### config.mk
export PLATFORM = sky130hd
export DESIGN_NAME = sdclk_gen
export DESIGN_NICKNAME = d
export VERILOG_FILES = /design/src/rtl/sdclk_pkg.sv /design/src/rtl/sdclk_cfg_reg.sv /design/src/rtl/sdclk_src_mux.sv /design/src/rtl/sdclk_toggle_fsm.sv /design/src/rtl/sdclk_gen.sv
export SDC_FILE = /design/constraint.sdc
export NUM_CORES = 1
export LEC_CHECK = 0
export BUFFER_PORTS_ARGS = -buffer_cell sky130_fd_sc_hd__buf_2
export CELL_PAD_IN_SITES_DETAIL_PLACEMENT = 1
export CELL_PAD_IN_SITES_GLOBAL_PLACEMENT = 2
export CORE_ASPECT_RATIO = 1.2
export CORE_MARGIN = 4
export CORE_UTILIZATION = 25
export CTS_CLUSTER_DIAMETER = 40
export DETAILED_ROUTE_END_ITERATION = 8
export MAX_ROUTING_LAYER = met4
export PLACE_DENSITY = 0.73
export SYNTH_ARGS = -nofsm -noshare
export SYNTH_HDL_FRONTEND = slang
export SYNTH_SLANG_ARGS = --single-unit
export TNS_END_PERCENT = 5
### constraint.sdc
create_clock -name clk -period 2.2 [get_ports clk]
set_clock_uncertainty 0.2 [all_clocks]
set_input_delay 0.44 -clock clk [delete_from_list [all_inputs] [get_ports clk]]
set_output_delay 0.44 -clock clk [all_outputs]
set_load 0.005 [all_outputs]
### src/rtl/sdclk_pkg.sv
package sdclk_pkg;
    localparam int CFG_W_DEF   = 16;
    localparam int DIV_W_DEF   = 7;
    localparam int SEL_POS_DEF = 8;

    typedef enum logic {
        PH_LOW  = 1'b0,
        PH_HIGH = 1'b1
    } phase_e;

    typedef enum logic {
        SRC_REF = 1'b0,
        SRC_PLL = 1'b1
    } src_e;
endpackage

### src/rtl/sdclk_cfg_reg.sv
module sdclk_cfg_reg #(
    parameter int CFG_W = 16
) (
    input  logic               clk,
    input  logic               rst_n,
    input  logic               wr_en,
    input  logic [2*CFG_W-1:0] wr_data,
    output logic [CFG_W-1:0]   cfg
);
    logic [CFG_W-1:0] bit_en;
    logic [CFG_W-1:0] bit_val;
    logic [CFG_W-1:0] cfg_next;

    assign bit_en  = wr_data[2*CFG_W-1:CFG_W];
    assign bit_val = wr_data[CFG_W-1:0];

    // Each bit updates independently under its own enable
    for (genvar i = 0; i < CFG_W; i++) begin : g_bit
        assign cfg_next[i] = bit_en[i] ? bit_val[i] : cfg[i];
    end

    always_ff @(posedge clk or negedge rst_n) begin
        if (!rst_n)
            cfg <= '0;
        else if (wr_en)
            cfg <= cfg_next;
    end
endmodule

### src/rtl/sdclk_src_mux.sv
module sdclk_src_mux
    import sdclk_pkg::*;
(
    input  logic ref_tick,
    input  logic pll_tick,
    input  src_e sel,
    output logic tick
);
    // Select is only updated at an output boundary, so switching is clean
    always_comb begin
        unique case (sel)
            SRC_REF: tick = ref_tick;
            SRC_PLL: tick = pll_tick;
        endcase
    end
endmodule

### src/rtl/sdclk_toggle_fsm.sv
module sdclk_toggle_fsm
    import sdclk_pkg::*;
#(
    parameter int DIV_W = 7
) (
    input  logic             clk,
    input  logic             rst_n,
    input  logic             tick,
    input  logic [DIV_W-1:0] new_div,
    input  src_e             new_src,
    output logic [DIV_W-1:0] act_div,
    output src_e             act_src,
    output logic             clk_out
);
    phase_e           state_q, state_d;
    logic [DIV_W-1:0] cnt_q;
    logic             terminal;
    logic             rise;

    assign terminal = tick && (cnt_q == act_div);
    assign rise     = (state_q == PH_LOW) && terminal;

    always_comb begin
        state_d = state_q;
        unique case (state_q)
            PH_LOW:  if (terminal) state_d = PH_HIGH;
            PH_HIGH: if (terminal) state_d = PH_LOW;
        endcase
    end

    // State register
    always_ff @(posedge clk or negedge rst_n) begin
        if (!rst_n)
            state_q <= PH_LOW;
        else
            state_q <= state_d;
    end

    // Tick counter within the current phase
    always_ff @(posedge clk or negedge rst_n) begin
        if (!rst_n)
            cnt_q <= '0;
        else if (terminal)
            cnt_q <= '0;
        else if (tick)
            cnt_q <= cnt_q + 1'b1;
    end

    // Active settings reload only on the rising transition
    always_ff @(posedge clk or negedge rst_n) begin
        if (!rst_n) begin
            act_div <= '0;
            act_src <= SRC_REF;
        end else if (rise) begin
            act_div <= new_div;
            act_src <= new_src;
        end
    end

    // Output decode from state register
    always_comb begin
        unique case (state_q)
            PH_LOW:  clk_out = 1'b0;
            PH_HIGH: clk_out = 1'b1;
        endcase
    end
endmodule

### src/rtl/sdclk_gen.sv
module sdclk_gen
    import sdclk_pkg::*;
#(
    parameter int CFG_W   = CFG_W_DEF,
    parameter int DIV_W   = DIV_W_DEF,
    parameter int SEL_POS = SEL_POS_DEF
) (
    input  logic               clk,
    input  logic               rst_n,
    input  logic               wr_en,
    input  logic [2*CFG_W-1:0] wr_data,
    output logic [2*CFG_W-1:0] rd_data,
    input  logic               ref_tick,
    input  logic               pll_tick,
    output logic               clk_out
);
    logic [CFG_W-1:0] cfg;
    logic [DIV_W-1:0] act_div;
    src_e             act_src;
    src_e             cfg_src;
    logic             tick;

    sdclk_cfg_reg #(.CFG_W(CFG_W)) u_cfg (
        .clk     (clk),
        .rst_n   (rst_n),
        .wr_en   (wr_en),
        .wr_data (wr_data),
        .cfg     (cfg)
    );

    assign rd_data = {{CFG_W{1'b0}}, cfg};
    assign cfg_src = src_e'(cfg[SEL_POS]);

    sdclk_src_mux u_mux (
        .ref_tick (ref_tick),
        .pll_tick (pll_tick),
        .sel      (act_src),
        .tick     (tick)
    );

    sdclk_toggle_fsm #(.DIV_W(DIV_W)) u_fsm (
        .clk     (clk),
        .rst_n   (rst_n),
        .tick    (tick),
        .new_div (cfg[DIV_W-1:0]),
        .new_src (cfg_src),
        .act_div (act_div),
        .act_src (act_src),
        .clk_out (clk_out)
    );
endmodule

==> results.md <==
* I/O pin cnt at 70
* Synth Flop Type: dfrtp_1
* Share of cells above drive strength 1 at 0.4688
* Max Freq at 490.2 MHz
* Comb pwr share at 0.287
* CTS buffer count at 5
* CTS tree: done
* Synth-to-layout area growth at 25.32%
* Initial antenna violation count at 0
* Worst rel slew slack at 0.5256
* Via count at 1117
* Global route overflow at 0
* Max FO, Critical Path at 8
* Worst Hold Class: in -> async
* Area occupied by multi-input gates at 658.1 um2
* Total power draw at 1.867 mW
* Core Rows at 31
* Routed WL at 3.336 mm
* Vias per cell at 4.077
* Psw at 583.4 uW
* Sw frac at 0.3124
* Slew Viols, Final at 0
* PwrDens at 954.3 nW/um2
* Initial Util at 0.2581
* FF+latch area at 800.8 um2
* Clock buffer depth at 2
* EDFF count, synth at 0
* Most Crowded Layer GR: met2
* Most frequent cells after synthesis: 32 x dfrtp_1, 24 x mux2_2, 20 x nand2_1, 17 x buf_4, 7 x xor2_1
* Most numerous cell in the Yosys netlist: dfrtp_1
* Met1 usage at 0.1040
* Routed length per instance at 12.18 um
* Largest net degree at the start of global routing at 33
* Post-CTS sizing at 0
* Pleak at 0.9809 nW
* H-tree levels at 2
* Final setup fails at 0
* Sequential fraction of the synthesis area at 0.5128
* Post-route clock period utilization at 0.9272
* Netlist cell types at 23
* HPWL after DPL at 2.710 mm
* Met3 usage at 0.02672
* WP data required at 2.16 ns
* # nets final at 230
* Final hold slack at 0.01102 ns
* Crit Path Class: reg -> reg
* Clock Sinks at 32
* Slew @ Worst Pin at 0.7116 ns
* Die X at 80.15 um
* Post-synthesis async set-or-reset flop share at 1.000
* RSZ-0062 raised after global routing: false
* Die Span Y at 94.58 um
* Overall Global Routing Usage at 0.09615
* Yosys warns at 0
* #FFs+latches synth at 32
* Syn Std Cell Area at 1561 um2
* Minimum clock period at 2.040 ns
* Clock network power share at 0.245
* CP max stage delay at 0.42 ns
* Met2 Resource Use GR at 0.1678
* First-pass GRT wire length at 5.478 mm
* Synth top area share at 0.5128
* Top cell family by delay on the critical path: simple AND/OR/NAND/NOR gates
* Port bufs at 53
* Initial DRC count at 22
* CP Capture Type: flip-flop
* Peak VDD IR at 366.0 uV
* Root Driver: clkbuf_8
* Int Pwr at 1.284 mW
* CTS clk-pin slew, worst paths at 0.06 ns
* ANT nets after route at 0
* Non-Filler Instances at 274
* Sequential share of power at 0.468
* Post-CTS Setup Repair Bufs at 0
* Clock latency on the worst-skew pair at 0.28 ns
* WP buf/inv at 1
* DRC viols at 0
* Critical Path AT at 2.00 ns
* Cells after DPL at 266
* Top cell type by total area after synthesis: dfrtp_1
* Hold buffer count at CTS at 0
* Synth area leaders: dfrtp_1 51%, mux2_2 17%, buf_4 8.2%, nand2_1 4.8%, xor2_1 3.9%
* Final setup TNS at 0 ns
* Antenna cells at 0
* Crit path cell chain: xnor2_1 -> nand4_1 -> nor4_4 -> and2_1 -> ha_1 -> buf_4 -> mux2_2
* Core area at 6051 um2
* Status: finished, final reports clean
* Die area at 7580 um2
* Final Hold Vio Count at 0
* Synthesized area per cell at 11.65 um2
* DR pass1 iterations at 3
* Crit path max-delay cell type: dfrtp_1
* Crit start category: flip-flop
* Max Cap Viol at 0
* Fillers at 742
* RD Place Congestion at 0.7532
* Synth Instances at 134
* Vias in the first global route at 1247
## per-layer routing
| metal | share of wire | vias up |
|---|---|---|
| met5 | 0 | - |
| met4 | 0.013 | 0 |
| met3 | 0.056 | 6 |
| met2 | 0.53 | 42 |
| met1 | 0.40 | 543 |
| li1 | - | 526 |
## kinds of logic after synthesis
group	after synthesis	share of synthesized area
flip-flops	32	0.5128
AND/OR/NAND/NOR	30	0.09535
multiplexers	25	0.1803
buffers and inverters	25	0.1018
XOR/XNOR	11	0.06170
AO/OA/AOI/OAI	8	0.02965
adder cells (fa/ha/maj)	2	0.01602
other	1	0.002402
## worst reg2reg max path, stage by stage, from the launching register on
cell and delay [ns]:
dfrtp_1 0.42, xnor2_1 0.18, nand4_1 0.15, nor4_4 0.16, and2_1 0.16, ha_1 0.14, buf_4 0.17, mux2_2 0.34
## per-stage QoR
| step | instance area, um2 | setup slack (ns) | util |
|---|---|---|---|
| after floorplan | 1619 | 0.07931 | - |
| after global placement | 1864 | 0.1670 | 0.3081 |
| after detailed placement | 1864 | 0.1446 | 0.3081 |
| after CTS | 1957 | 0.1290 | 0.3234 |
| after global routing | 1957 | 0.02504 | 0.3234 |
| final | 1957 | 0.1602 | 0.3234 |
## path summary, 6_finish.rpt
kind	from	end	slack, ns	cells after the start
min in group clk	wr_data[3]	u_cfg.cfg[3]	0.19	2
max in group asynchronous	rst_n	u_cfg.cfg[10]	1.33	1
hold / removal	rst_n	u_fsm.cnt_q[2]	0.01	1
hold reg to reg	u_cfg.cfg[9]	u_cfg.cfg[9]	0.31	1
setup reg to reg	u_fsm.cnt_q[5]	u_fsm.act_div[3]	0.16	7
setup / recovery	u_fsm.cnt_q[5]	u_fsm.act_div[3]	0.16	7
## area by class of cell
type	instances	area share
multi-input combinational	92	0.3363
sequential	32	0.4092
clock buffer	6	0.04220
clock inverter	2	0.005115
timing repair buffer	56	0.1471
tap	82	0.05243
inverter	4	0.007673
## power by group through the flow
stage	Combinational (mW)	Sequential, mW	Clock, mW
2_1_floorplan	0.388	0.858	0
3_3_place_gp	0.546	0.879	0
3_5_place_dp	0.552	0.890	0
4_1_cts	0.554	0.880	0.481
5_1_grt	0.608	0.898	0.503
6_report	0.536	0.874	0.457
## layout by cell type, fill, tap and decap left out, types with 2 or more instances in the layout
cell       n
buf_2     53
buf_4      3
dfrtp_1   32
mux2_2    24
inv_1      4
nand2_1   20
nand4_1    3
xor2_1     7
ha_1       2
conb_1    16
clkinv_2   2
clkbuf_8   6
a21oi_1    5
xnor2_1    4
and3_1     2
## flip-flops by register name (all words and copies together) (netlist names)
register,count
u_fsm.state_q,1
u_fsm.act_div,7
u_fsm.act_src,1
u_fsm.cnt_q,7
u_cfg.cfg,16
No activity file was read; power rests on OpenSTA's default activity.
